<file path="config.mk">
export PLATFORM = sky130hd
export DESIGN_NAME = sstrig_ctrl
export DESIGN_NICKNAME = d
export VERILOG_FILES = /design/src/rtl/sstrig_pkg.sv /design/src/rtl/sstrig_sync.sv /design/src/rtl/sstrig_arm.sv /design/src/rtl/sstrig_gate.sv /design/src/rtl/sstrig_ctrl.sv
export SDC_FILE = /design/constraint.sdc
export NUM_CORES = 1
export LEC_CHECK = 0
export BUFFER_PORTS_ARGS = -buffer_cell sky130_fd_sc_hd__buf_4
export CAP_MARGIN = 20
export CORE_MARGIN = 2
export CORE_UTILIZATION = 35
export CTS_CLUSTER_DIAMETER = 200
export DETAILED_ROUTE_END_ITERATION = 10
export GPL_ROUTABILITY_DRIVEN = 0
export PLACE_DENSITY = 0.61
export SETUP_SLACK_MARGIN = 0.4
export SLEW_MARGIN = 30
export SYNTH_ARGS = -nofsm -noshare
export SYNTH_HDL_FRONTEND = slang
export SYNTH_HIERARCHICAL = 1
export SYNTH_SLANG_ARGS = --single-unit
</file>
<file path="constraint.sdc">
create_clock -name clk -period 4.7 [get_ports clk]
set_input_delay 0.47 -clock clk [delete_from_list [all_inputs] [get_ports clk]]
set_output_delay 0.47 -clock clk [all_outputs]
set_load 0.05 [all_outputs]
</file>
<file path="src/rtl/sstrig_pkg.sv">
package sstrig_pkg;

  typedef enum logic [2:0] {
    MD_OFF  = 3'd0,
    MD_SOFT = 3'd1,
    MD_RISE = 3'd2,
    MD_FALL = 3'd3,
    MD_ANY  = 3'd4,
    MD_HIGH = 3'd5,
    MD_LOW  = 3'd6,
    MD_RSVD = 3'd7
  } scan_mode_e;

  function automatic logic mode_active(input scan_mode_e m);
    return (m != MD_OFF) && (m != MD_RSVD);
  endfunction

  function automatic logic mode_edge(input scan_mode_e m);
    return (m == MD_RISE) || (m == MD_FALL) || (m == MD_ANY);
  endfunction

endpackage

</file>
<file path="src/rtl/sstrig_sync.sv">
module sstrig_sync #(
  parameter int STAGES = 2
) (
  input  logic clk,
  input  logic rst_n,
  input  logic async_in,
  output logic lvl,
  output logic rise,
  output logic fall
);
  logic [STAGES-1:0] chain;
  logic [STAGES-1:0] chain_nxt;
  logic              prev;

  generate
    if (STAGES > 1) begin : g_multi
      assign chain_nxt = {chain[STAGES-2:0], async_in};
    end else begin : g_single
      assign chain_nxt = async_in;
    end
  endgenerate

  always_ff @(posedge clk) begin
    if (!rst_n) begin
      chain <= '0;
      prev  <= 1'b0;
    end else begin
      chain <= chain_nxt;
      prev  <= chain[STAGES-1];
    end
  end

  assign lvl  = chain[STAGES-1];
  assign rise = lvl & ~prev;
  assign fall = ~lvl & prev;
endmodule

</file>
<file path="src/rtl/sstrig_arm.sv">
module sstrig_arm
  import sstrig_pkg::*;
(
  input  logic       clk,
  input  logic       rst_n,
  input  logic       cfg_we,
  input  logic [2:0] cfg_mode,
  input  logic       cfg_arm,
  input  logic       scan_done,
  output scan_mode_e mode_q,
  output logic       armed_q,
  output logic       mode_chg
);
  scan_mode_e wr_mode;
  logic       armed_d;

  assign wr_mode  = scan_mode_e'(cfg_mode);
  assign mode_chg = cfg_we && (wr_mode != mode_q);

  always_comb begin
    armed_d = armed_q;
    if (cfg_we) begin
      if (!mode_active(wr_mode))   armed_d = 1'b0;
      else if (scan_done)          armed_d = 1'b0;
      else if (cfg_arm)            armed_d = 1'b1;
    end else begin
      if (!mode_active(mode_q))    armed_d = 1'b0;
      else if (scan_done)          armed_d = 1'b0;
    end
  end

  always_ff @(posedge clk) begin
    if (!rst_n) begin
      mode_q  <= MD_OFF;
      armed_q <= 1'b0;
    end else begin
      if (cfg_we) mode_q <= wr_mode;
      armed_q <= armed_d;
    end
  end
endmodule

</file>
<file path="src/rtl/sstrig_gate.sv">
module sstrig_gate
  import sstrig_pkg::*;
(
  input  logic       clk,
  input  logic       rst_n,
  input  scan_mode_e mode_q,
  input  logic       armed_q,
  input  logic       mode_chg,
  input  logic       lvl,
  input  logic       rise,
  input  logic       fall,
  input  logic       xfer,
  input  logic       cmd_eoq,
  input  logic       cmd_pause,
  input  logic       ovr_clr,
  output logic       triggered,
  output logic       ovr_q
);
  logic edge_sel;
  logic edge_hit;
  logic hold_q;
  logic hold_d;
  logic ovr_d;

  always_comb begin
    unique case (mode_q)
      MD_RISE: edge_sel = rise;
      MD_FALL: edge_sel = fall;
      MD_ANY:  edge_sel = rise | fall;
      default: edge_sel = 1'b0;
    endcase
  end

  assign edge_hit = armed_q && edge_sel;

  always_comb begin
    hold_d = hold_q;
    if (!armed_q || !mode_edge(mode_q) || mode_chg) hold_d = 1'b0;
    else if (xfer && (cmd_eoq || cmd_pause))        hold_d = 1'b0;
    else if (edge_hit)                              hold_d = 1'b1;
  end

  always_comb begin
    ovr_d = ovr_q;
    if (edge_hit && hold_q) ovr_d = 1'b1;
    else if (ovr_clr)       ovr_d = 1'b0;
  end

  always_ff @(posedge clk) begin
    if (!rst_n) begin
      hold_q <= 1'b0;
      ovr_q  <= 1'b0;
    end else begin
      hold_q <= hold_d;
      ovr_q  <= ovr_d;
    end
  end

  always_comb begin
    unique case (mode_q)
      MD_SOFT:                 triggered = armed_q;
      MD_RISE, MD_FALL, MD_ANY: triggered = hold_q;
      MD_HIGH:                 triggered = armed_q & lvl;
      MD_LOW:                  triggered = armed_q & ~lvl;
      default:                 triggered = 1'b0;
    endcase
  end
endmodule

</file>
<file path="src/rtl/sstrig_ctrl.sv">
module sstrig_ctrl
  import sstrig_pkg::*;
#(
  parameter int SYNC_STAGES = 2
) (
  input  logic       clk,
  input  logic       rst_n,
  input  logic       cfg_we,
  input  logic [2:0] cfg_mode,
  input  logic       cfg_arm,
  input  logic       ovr_clr,
  input  logic       trig_in,
  input  logic       cmd_valid,
  input  logic       cmd_eoq,
  input  logic       cmd_pause,
  input  logic       grant,
  output logic       cmd_ready,
  output logic       triggered,
  output logic       armed,
  output logic       trig_ovr
);
  scan_mode_e mode_q;
  logic       mode_chg;
  logic       lvl, rise, fall;
  logic       xfer, scan_done;

  assign cmd_ready = triggered & grant;
  assign xfer      = cmd_valid & cmd_ready;
  assign scan_done = xfer & cmd_eoq;

  sstrig_sync #(.STAGES(SYNC_STAGES)) u_sync (
    .clk(clk), .rst_n(rst_n), .async_in(trig_in),
    .lvl(lvl), .rise(rise), .fall(fall)
  );

  sstrig_arm u_arm (
    .clk(clk), .rst_n(rst_n), .cfg_we(cfg_we), .cfg_mode(cfg_mode),
    .cfg_arm(cfg_arm), .scan_done(scan_done),
    .mode_q(mode_q), .armed_q(armed), .mode_chg(mode_chg)
  );

  sstrig_gate u_gate (
    .clk(clk), .rst_n(rst_n), .mode_q(mode_q), .armed_q(armed),
    .mode_chg(mode_chg), .lvl(lvl), .rise(rise), .fall(fall),
    .xfer(xfer), .cmd_eoq(cmd_eoq), .cmd_pause(cmd_pause),
    .ovr_clr(ovr_clr), .triggered(triggered), .ovr_q(trig_ovr)
  );
endmodule

</file>
# Yosys cells after proc, flatten, opt, wreduce, memory -nomap -nowiden
# Index checks and enable logic that the tools add are counted.
[word_totals]
latchBits = 0
memories = 0
mem_bits_rw = 0
register_bits = 9
rom_bits = 0
output_inout_bits = 4
[op_classes]
multipliers = 0
n_bitwise = 11
reduce_logical = 19
order_cmp = 0
n_mux = 10
add_sub_neg = 0
div = 0
shifts = 0
n_eq_ne = 11
[ops]
columns = ["operator", "count"]
rows = [
  ["$eq A3 B3 Y1 const B", 3],
  ["$ne A3 B3 Y1 const B", 3],
  ["$mux W1", 8],
  ["$and A1 B1 Y1", 7],
  ["$eq A3 B2 Y1 const B", 2],
  ["$logic_and A1 B1 Y1", 6],
  ["$reduce_bool A3 Y1", 2],
  ["$reduce_or A3 Y1", 2],
  ["$logic_or A1 B1 Y1", 5],
  ["$ne A4 B4 Y1 const B", 1],
  ["$pmux W1 S4", 1],
  ["$eq A3 B1 Y1 const B", 1],
  ["$ne A3 B3 Y1", 1],
  ["$not A1 Y1", 3],
  ["$pmux W1 S3", 1],
  ["$logic_not A1 Y1", 2],
  ["$reduce_and A2 Y1", 1],
  ["$reduce_bool A2 Y1", 1],
  ["$or A1 B1 Y1", 1],
]

# Longest topological paths before layout
# Gate-level depths: netlist of run 1.
[logic_depth]
depth_word = 9
ltp_mapped = 8
ltp_nobuf = 8

# Cells and area by module
# Netlist of run 1, hierarchy kept.
[by_module_without_submodules]
columns = ["mod", "cells_per_inst", "instances", "area_per_inst_um2"]
rows = [
  ["sstrig_arm", 23, 1, 240.2],
  ["sstrig_gate", 27, 1, 191.4],
  ["sstrig_sync", 8, 1, 91.3],
  ["sstrig_ctrl", 3, 1, 23.8],
]

# Worst setup path before layout of run 1
# No wires, ideal clock.
[synth_path]
path_kind = "reg-to-output"
start = "register u_arm.armed_q"
end = "output cmd_ready"
path_slack_ps = 2560
n_path_buf = 0
arrival_ps = 1670
stages_incl_launch_ff = 3
cell_sequence = "dfxtp_1 -> a22o_1 -> and2_2"
[synth_via]
elab_chain_len = 3
[synth_rtl]
columns = ["element", "line", "text"]
rows = [
  ["start: declaration", "sstrig_arm.sv:11", "output logic armed_q,"],
  ["start signal: assignment", "sstrig_arm.sv:38", "armed_q <= armed_d;"],
  ["$and A1 B1 Y1, on equally long branches", "sstrig_gate.sv:64, sstrig_gate.sv:63", ""],
  ["$pmux W1 S4 *", "sstrig_gate.sv:60", "unique case (mode_q)"],
  ["named net triggered", "sstrig_ctrl.sv:18", "output logic triggered,"],
  ["$and A1 B1 Y1 *", "sstrig_ctrl.sv:27", "assign cmd_ready = triggered & grant;"],
  ["end: declaration", "sstrig_ctrl.sv:17", "output logic cmd_ready,"],
]
# Mark *: on every way through the listed nets, which the timed path passes. The rest lies on a longest branch.

# Worst setup path after layout of run 1
[layout_path]
start = "register u_arm.mode_q[0]"
end = "output cmd_ready"
[layout_via]
elab_chain_len = 4
[layout_rtl]
columns = ["element", "line", "text"]
rows = [
  ["start: declaration", "sstrig_arm.sv:10", "output scan_mode_e mode_q,"],
  ["start signal: assignment", "sstrig_arm.sv:37", "if (cfg_we) mode_q <= wr_mode;"],
  ["$eq A3 B3 Y1 or $eq A3 B2 Y1 (tied branches)", "sstrig_gate.sv:60", ""],
  ["$reduce_or A3 Y1", "sstrig_gate.sv:60", ""],
  ["$pmux W1 S4 *", "sstrig_gate.sv:60", ""],
  ["$and A1 B1 Y1 *", "sstrig_ctrl.sv:27", ""],
]
# Every way passes the cells marked *; elsewhere a longest branch is shown, timed or not.

==> impl_metrics.toml, run 1 <==
[power_and_ir_drop]
power_leakage_nw = 0.313
p_seq_share_pct = 48.2
vdd_drop_max_mv = 0.177
p_comb_share_pct = 16.9
fin_total_pwr_w = 0.000174
p_int_w = 0.000127
p_sw_w = 0.0000475
swShare_pct = 27.3
p_clk_share_pct = 34.9
power_density_mw_per_mm2 = 248

[floorplanning]
num_rows = 14
die_w_um = 43.5
initial_utilization_pct = 36.7
io_pins = 17
fp.dieH_um = 43.5
die_area_mm2 = 0.00189
coreArea_mm2 = 0.00149

[route]
drt_pass1_iterations = 2
vias = 482
drtIter0Drc = 1
wl_um = 1020
ant_nets = 0
drc = 0
wl_per_cell_um = 10.7
via_per_inst = 5.02

[global_routing]
antenna_found_initial = 0
grt_use_total_pct = 12.9
gr-total-overflow = 0
grt_pass1_vias = 427
grt_max_degree = 11
grt_pass1_wl_um = 1800

[clock_tree]
cts_buffers = 3
clock_path_buffers = 2
cts.hold.buffers_added = 0
cts-root-buf = "clkbuf_4"
insertion_delay_ns = 0.26
cts_resized = 0
cts_tree = "built"
cts.htree.levels = 1
post_cts_buffers = 0
clk_transition_reported_paths_ns = 0.07
cts_sinks = 9

[placement]
post-place-cells = 92
hpwl_um = 778
place_area_um2 = 676
io_buffers = 16

[sta]
slew_violations = 0
finalSetupViolations = 0
slew_headroom_pct = 75.7
fin_crit_ns = 2.13
fin_worst_skew_ns = 0.00593
holdWs_ns = 0.412
final.period_utilization_pct = 45.2
tns_ns = 0
tightest_slew_ns = 0.359
hold_viol = 0
rsz0062_at_grt = "false"
fmax_ghz = 0.470

[worst_hold_path]
hold_path.class = "in2reg"
hold_depth = 2

[synth]
ys.flop_type = "dfxtp_1"
synth_edf_count = 0
synthArstFlopShare_pct = 0
synth.most_common_cell = "dfxtp_1"
ys_seq_elements = 9
synth_fp_nets = 74
ys_seq_area_share_pct = 33.0
synth_cell_type_count = 30
synth_top_area_cell = "dfxtp_1"
netlist_area_um2 = 547
synthCells = 61
synth_top_area_share_pct = 33.0
synthTopCellsByCount = "dfxtp_1, nor2b_1"
syn_avg_cell_area_um2 = 8.96
synth_warnings = 6
synthTopCellsByArea = "dfxtp_1, nor2b_1, mux2i_1, xor2_1, and2_1"

[final_layout]
antenna_cells = 0
synthToLayoutAreaGrowth_pct = 28.6
drive_gt1_share_pct = 31.3
fin_area_um2 = 703
nNetsFinal = 94
final_cells = 96

[worst_setup_path]
arrival_ns = 1.66
worst-setup-path-type = "reg2out"
cp_max_fo = 10
endpoint_kind = "output port"
reg2reg_depth = 8
required_ns = 4.23
start_kind = "flop"

[flow_run]
drv_cap = 0

[run_status]
status = "finished, final reports clean"
[state kept, by name, summed over array words and instances (netlist names)]
| signal | flops |
|---|---|
| u_sync/prev | 1 |
| u_arm/mode_q | 3 |
| u_sync/chain | 2 |
| u_gate/hold_q | 1 |
| u_gate/ovr_q | 1 |
| u_arm/armed_q | 1 |
[path summary, 6_finish.rpt]
kind	from	end	slack (ns)
max	u_arm/mode_q[0]	cmd_ready	2.57
min	trig_in	u_sync/chain[0]	0.41
max reg2reg	u_arm/mode_q[0]	u_arm/armed_q	3.02
min reg2reg	u_sync/chain[0]	u_sync/chain[1]	0.43
[kinds of logic (layout without fill, tap and decap cells)]
family,Yosys count,count (layout),synth area share (%)
xor+xnor,3,3,4.81
simple gates,27,27,32.7
compound gates,15,15,19.9
buf+inv,4,23,4.12
flops,9,9,33.0
mux,3,3,5.49
[metrics by stage]
stage | utilization [%] | worst slack (ns)
after floorplan | - | 2.56
after global placement | 45.4 | 2.88
after detailed placement | 45.4 | 2.87
after CTS | 47.2 | 2.57
after global routing | 47.2 | 2.41
final | 47.2 | 2.57
[routing by layer]
metal	vias up	global-route usage, %	part of all wire, %
li1	259	-	-
met1	209	16.9	49
met2	12	18.8	43
met3	2	3.75	7.2
met4	0	7.27	0.98
met5	-	0	0
[power groups by stage]
stage          Clock (W)  Sequential, W  Combinational, W
2_1_floorplan          0      0.0000862         0.0000162
3_3_place_gp           0      0.0000857         0.0000295
3_5_place_dp           0      0.0000858         0.0000293
4_1_cts        0.0000644      0.0000839         0.0000295
5_1_grt        0.0000671      0.0000848         0.0000325
6_report       0.0000608      0.0000840         0.0000294
[worst max-delay path: stages, from the launching register on]
cell and delay [ns]:
dfxtp_1 0.52, inv_1 0.11, nand2_1 0.09, o21ai_1 0.06, a22o_1 0.25, and2_2 0.19, buf_4 0.18
[area by class of cell]
type	count	area (um^2)
inverters	3	11.3
well taps	16	20.0
flip-flops and latches	9	180
multi-input cells	48	344
clock buffers	3	22.5
repair buffers	16	120
fillers	145	786
clock inverters	1	5.00
[placed cells by master, fill, tap and decap left out]
| cell type | synthesis | final |
|---|---|---|
| nand3b_1 | 1 | 1 |
| mux2i_1 | 3 | 3 |
| nand2_1 | 3 | 3 |
| dfxtp_1 | 9 | 9 |
| inv_1 | 3 | 3 |
| nor2b_1 | 8 | 8 |
| nor4_2 | 1 | 1 |
| a31oi_1 | 1 | 1 |
| and2_2 | 1 | 1 |
| o2111ai_1 | 1 | 1 |
| nand4_1 | 1 | 1 |
| and4b_4 | 1 | 1 |
| a22o_1 | 1 | 1 |
| and4_1 | 1 | 1 |
| o31ai_1 | 1 | 1 |
| o21ai_0 | 2 | 2 |
| buf_4 | 0 | 16 |
| and3_2 | 1 | 1 |
| o21ai_1 | 1 | 1 |
| and2_1 | 3 | 3 |
| nor2_1 | 2 | 2 |
| o31a_1 | 1 | 1 |
| o2111a_1 | 1 | 1 |
| a21oi_1 | 3 | 3 |
| a21o_1 | 2 | 2 |
| clkbuf_4 | 0 | 3 |
| xor2_1 | 3 | 3 |
| nand2b_1 | 2 | 2 |
| a211oi_2 | 1 | 1 |
| nor4b_1 | 1 | 1 |
| or3_1 | 1 | 1 |
| clkinv_2 | 0 | 1 |
No activity file was read; power rests on OpenSTA's default activity.
==> run 2, diff against run 1 <==
Clock period 4.7 ns to 2.03 ns, I/O delays scaled along.
==> impl_metrics.toml, run 2 (same netlist as run 1, synthesis figures left out) <==
[placement]
place_area_um2 = 687
hpwl_um = 830
post-place-ws_ns = 0.336
io_buffers = 16

[power_and_ir_drop]
vdd_drop_max_mv = 0.403
p_int_w = 0.000305
power_density_mw_per_mm2 = 527
p_seq_share_pct = 45.8
fin_total_pwr_w = 0.000422
p_sw_w = 0.000117
p_clk_share_pct = 33.4
power_leakage_nw = 0.363
swShare_pct = 27.7
p_comb_share_pct = 20.8

[clock_tree]
insertion_delay_ns = 0.26
cts_tree = "built"
cts.hold.buffers_added = 0
cts.htree.levels = 1
cts_sinks = 9
clock_path_buffers = 2
cts-root-buf = "clkbuf_4"
clk_transition_reported_paths_ns = 0.07
cts_buffers = 3

[final_layout]
final_common_cell = "buf_4"
largest_reg_flops = 3
layout_common_cells = "buf_4, nor2b_1, dfxtp_1"
fin_area_um2 = 802
top_regs = "u_arm/mode_q (3), u_sync/chain (2)"
final_core_util_pct = 53.9
nNetsFinal = 100
drive_gt1_share_pct = 46.5
synthToLayoutAreaGrowth_pct = 46.7
largest_register = "u_arm/mode_q"
antenna_cells = 0

[route]
drc = 0
via_per_inst = 5.17
vias = 527
drtIter0Drc = 17
wl_per_cell_um = 12.1
drt_pass1_iterations = 4
ant_nets = 0
wl_um = 1230

[sta]
tightest_slew_ns = 0.333
finalSetupViolations = 0
fmax_ghz = 0.607
hold_viol = 0
rsz0062_at_grt = "true"
fin_crit_ns = 1.65
final.period_utilization_pct = 81.2
setup_slack_ns = 0.382
slew_headroom_pct = 77.5
tns_ns = 0
slew_violations = 0
fin_worst_skew_ns = 0.00740

[floorplanning]
initial_utilization_pct = 36.7
die_w_um = 43.5
io_pins = 17
fp.dieH_um = 43.5
die_area_mm2 = 0.00189
coreArea_mm2 = 0.00149
num_rows = 14

[global_routing]
antenna_found_initial = 0
grt_max_degree = 11
grt_pass1_wl_um = 2050
grt_use_total_pct = 14.9
gr-total-overflow = 0
grt_pass1_vias = 464

[worst_setup_path]
arrival_ns = 1.45
required_ns = 1.83
start_kind = "flop"
endpoint_kind = "output port"
worst-setup-path-type = "reg2out"
cp_max_fo = 10

[run_status]
status = "finished, final reports clean"

[flow_run]
drv_cap = 0

[worst_hold_path]
hold_path.class = "in2reg"
## run 2: what timing repair did
| action | in CTS | in global routing |
|---|---|---|
| buffers inserted | 4 | 2 |
| gates resized for setup | 14 | 0 |
| setup endpoints to repair | 3 | 2 |
| pin swaps | 3 | 1 |
## run 2: layer usage
metal	share of wire, %	track usage [%]	wire length, um	vias up
met5	0	0	0	-
met4	0	9.09	0	0
met3	2.5	3.75	31	0
met2	50	23.0	613	8
met1	48	18.7	585	244
li1	-	-	-	275
## run 2: critical path, stage by stage, from the launching register on
cell     delay [ns]
dfxtp_4        0.40
inv_1          0.07
a21o_1         0.20
a22o_4         0.23
and2_4         0.14
buf_8          0.14
## run 2: stage by stage
step | hold slack [ns] | cells
6_report | 0.139 | 102
5_1_grt | 0.144 | 102
2_1_floorplan | 0.325 | 61
3_5_place_dp | 0.412 | 92
4_1_cts | 0.132 | 100
3_3_place_gp | 0.411 | 92
## run 2: worst paths after layout
kind | startpoint | end | slack, ns | cells past startpoint
setup / recovery | u_arm/mode_q[0] | cmd_ready | 0.38 | 5
hold / removal | trig_in | u_sync/chain[0] | 0.14 | 2
setup reg to reg | u_arm/mode_q[0] | u_arm/armed_q | 0.45 | 7
hold reg to reg | u_sync/chain[0] | u_sync/chain[1] | 0.44 | 1
## run 2: cell type report
type / instances / area, um^2
Timing Repair Buffer: 22 / 173
Inverter: 3 / 11.3
Tap cell: 16 / 20.0
Clock buffer: 3 / 22.5
Clock inverter: 1 / 5.00
Fill cell: 128 / 687
Sequential cell: 9 / 194
Multi-Input combinational cell: 48 / 377
## run 2: power by group through the flow
stage               Combinational (W)  Clock, W  Sequential (W)
global placement            0.0000698         0        0.000199
detailed placement          0.0000698         0        0.000199
CTS                         0.0000823  0.000148        0.000194
finish                      0.0000877  0.000141        0.000193
floorplan                   0.0000385         0        0.000200
global route                0.0000957  0.000158        0.000195
==> run 3, diff against run 2 <==
Settings changed: PLACE_DENSITY 0.61 to 0.63.
Clock period 2.03 ns to 1.4 ns, I/O delays scaled along.
==> impl_metrics.toml, run 3 (same netlist as run 1, synthesis figures left out) <==
[run_status]
status = "finished, violations left"
violations = "setup timing"

[floorplanning]
coreArea_mm2 = 0.00149
fp.dieH_um = 43.5
initial_utilization_pct = 36.7
num_rows = 14
die_w_um = 43.5
die_area_mm2 = 0.00189
io_pins = 17

[final_layout]
largest_reg_flops = 3
register_area_um2 = 193
nNetsFinal = 104
drive_gt1_share_pct = 57.8
top_regs = "u_arm/mode_q (3), u_sync/chain (2)"
largest_register = "u_arm/mode_q"
final_common_cell = "buf_4"
layout_common_cells = "buf_4, nor2b_1, dfxtp_2, nor2b_4"
antenna_cells = 0
multi_input_area_um2 = 414
final_cells = 106
fillers = 129
synthToLayoutAreaGrowth_pct = 61.6

[power_and_ir_drop]
power_leakage_nw = 0.391
vdd_drop_max_mv = 0.509
power_density_mw_per_mm2 = 717
fin_total_pwr_w = 0.000633

[route]
drtIter0Drc = 16
ant_nets = 0
vias = 562
wl_um = 1430
via_per_inst = 5.30
drt_pass1_iterations = 4
wl_per_cell_um = 13.5
drc = 0

[sta]
finalSetupViolations = 3
slew_headroom_pct = 71.4
fin_crit_ns = 1.60
fmax_ghz = 0.625
holdWs_ns = 0.0847
tns_ns = -0.472
slew_violations = 0
setup_slack_ns = -0.199
hold_viol = 0
rsz0062_at_grt = "true"
fin_worst_skew_ns = 0.00208
tightest_slew_ns = 0.423
final.period_utilization_pct = 114

[worst_setup_path]
critPathBufInv = 1
required_ns = 1.57
endpoint_kind = "flop"
worstReg2RegStart = "u_arm/mode_q[2]"
cp_max_fo = 4
arrival_ns = 1.77
reg2reg_to = "u_arm/armed_q"
worst-setup-path-type = "reg2reg"
rrSetupSlack_ns = -0.20
cp_cell_sequence = "nor2b_4, a21o_1, a22o_4, and4_1, inv_1, o2111ai_2, nor4_2"
worstSetupPathDepth = 7
cp_top_family = "simple AND/OR/NAND/NOR gates"
cp_slowest_stage_delay_ns = 0.37
reg2reg_depth = 7
critPathSlowestCell = "dfxtp_4"
start_kind = "flop"

[global_routing]
grt_pass1_vias = 490
gr-total-overflow = 0
antenna_found_initial = 0
grt_pass1_wl_um = 2100
grt_max_degree = 10
grt_use_total_pct = 15.6

[clock_tree]
clk_transition_reported_paths_ns = 0.06
cts_tree = "built"
cts_buffers = 3
cts.htree.levels = 1
cts_sinks = 9
cts-root-buf = "clkbuf_4"
insertion_delay_ns = 0.26
clock_path_buffers = 2

[placement]
io_buffers = 16
post-place-ws_ns = -0.139
post-place-cells = 98
hpwl_um = 1020

[worst_hold_path]
min_from = "trig_in"
hold_path.class = "in2reg"
hold_depth = 2
holdPathEnd = "u_sync/chain[0]"

[flow_run]
drv_cap = 0
[run 3: cell count changes in the layout (fill, tap and decap cells not counted), sizes merged]
| cell | before | now |
|---|---|---|
| buf | 22 | 26 |
[run 3: timing repair]
action | 4_1_cts | 5_1_grt
hold buffers | 0 | 0
gates resized for setup | 15 | 9
endpoints found under the setup margin | 6 | 6
buffers inserted | 3 | 1
pin swaps | 5 | 7
[run 3: routing by layer]
| layer | vias up | part of all wire, % | global-route usage (%) |
|---|---|---|---|
| met5 | - | 0 | 0 |
| met4 | 0 | 0 | 5.45 |
| met3 | 0 | 3.8 | 7.50 |
| met2 | 13 | 52 | 24.2 |
| met1 | 269 | 45 | 19.0 |
| li1 | 280 | - | - |
[run 3: worst max path at each step]
stage	startpoint	endpoint	slack, ns
after floorplan	u_arm/mode_q[2]	u_arm/armed_q	-0.16
after global placement	u_sync/chain[1]	u_arm/armed_q	-0.09
after detailed placement	u_sync/chain[1]	u_arm/armed_q	-0.14
after CTS	u_arm/mode_q[2]	cmd_ready	-0.19
after global routing	u_sync/chain[1]	u_arm/armed_q	-0.24
final	u_arm/mode_q[2]	u_arm/armed_q	-0.20
[run 3: worst register-to-register path: cells and delay by family, from the launching register on]
kind / cells / cell delay (ns)
flops: 1 / 0.37
simple gates: 3 / 0.57
compound gates: 3 / 0.50
buf+inv: 1 / 0.07
[run 3: where the power goes]
group	switching [W]	internal (W)	total [W]	leakage, nW
sequential	0.0000149	0.000266	0.000281	0.0767
clock	0.0000938	0.000105	0.000199	0.0177
combinational	0.0000662	0.0000867	0.000153	0.297
total	0.000175	0.000458	0.000633	0.391
[run 3: layout make-up]
type	instances	share of cell area (%)
sequential	9	21.8
tap	16	2.27
timing repair buffer	26	24.6
inverter	3	1.27
multi-input combinational	48	46.9
clock buffer	3	2.55
clock inverter	1	0.567
[run 3: through the flow]
stage	area (um^2)	util, %
CTS	837	56.2
floorplan	567	-
global placement	741	49.7
detailed placement	741	49.7
global route	883	59.3
finish	883	59.3
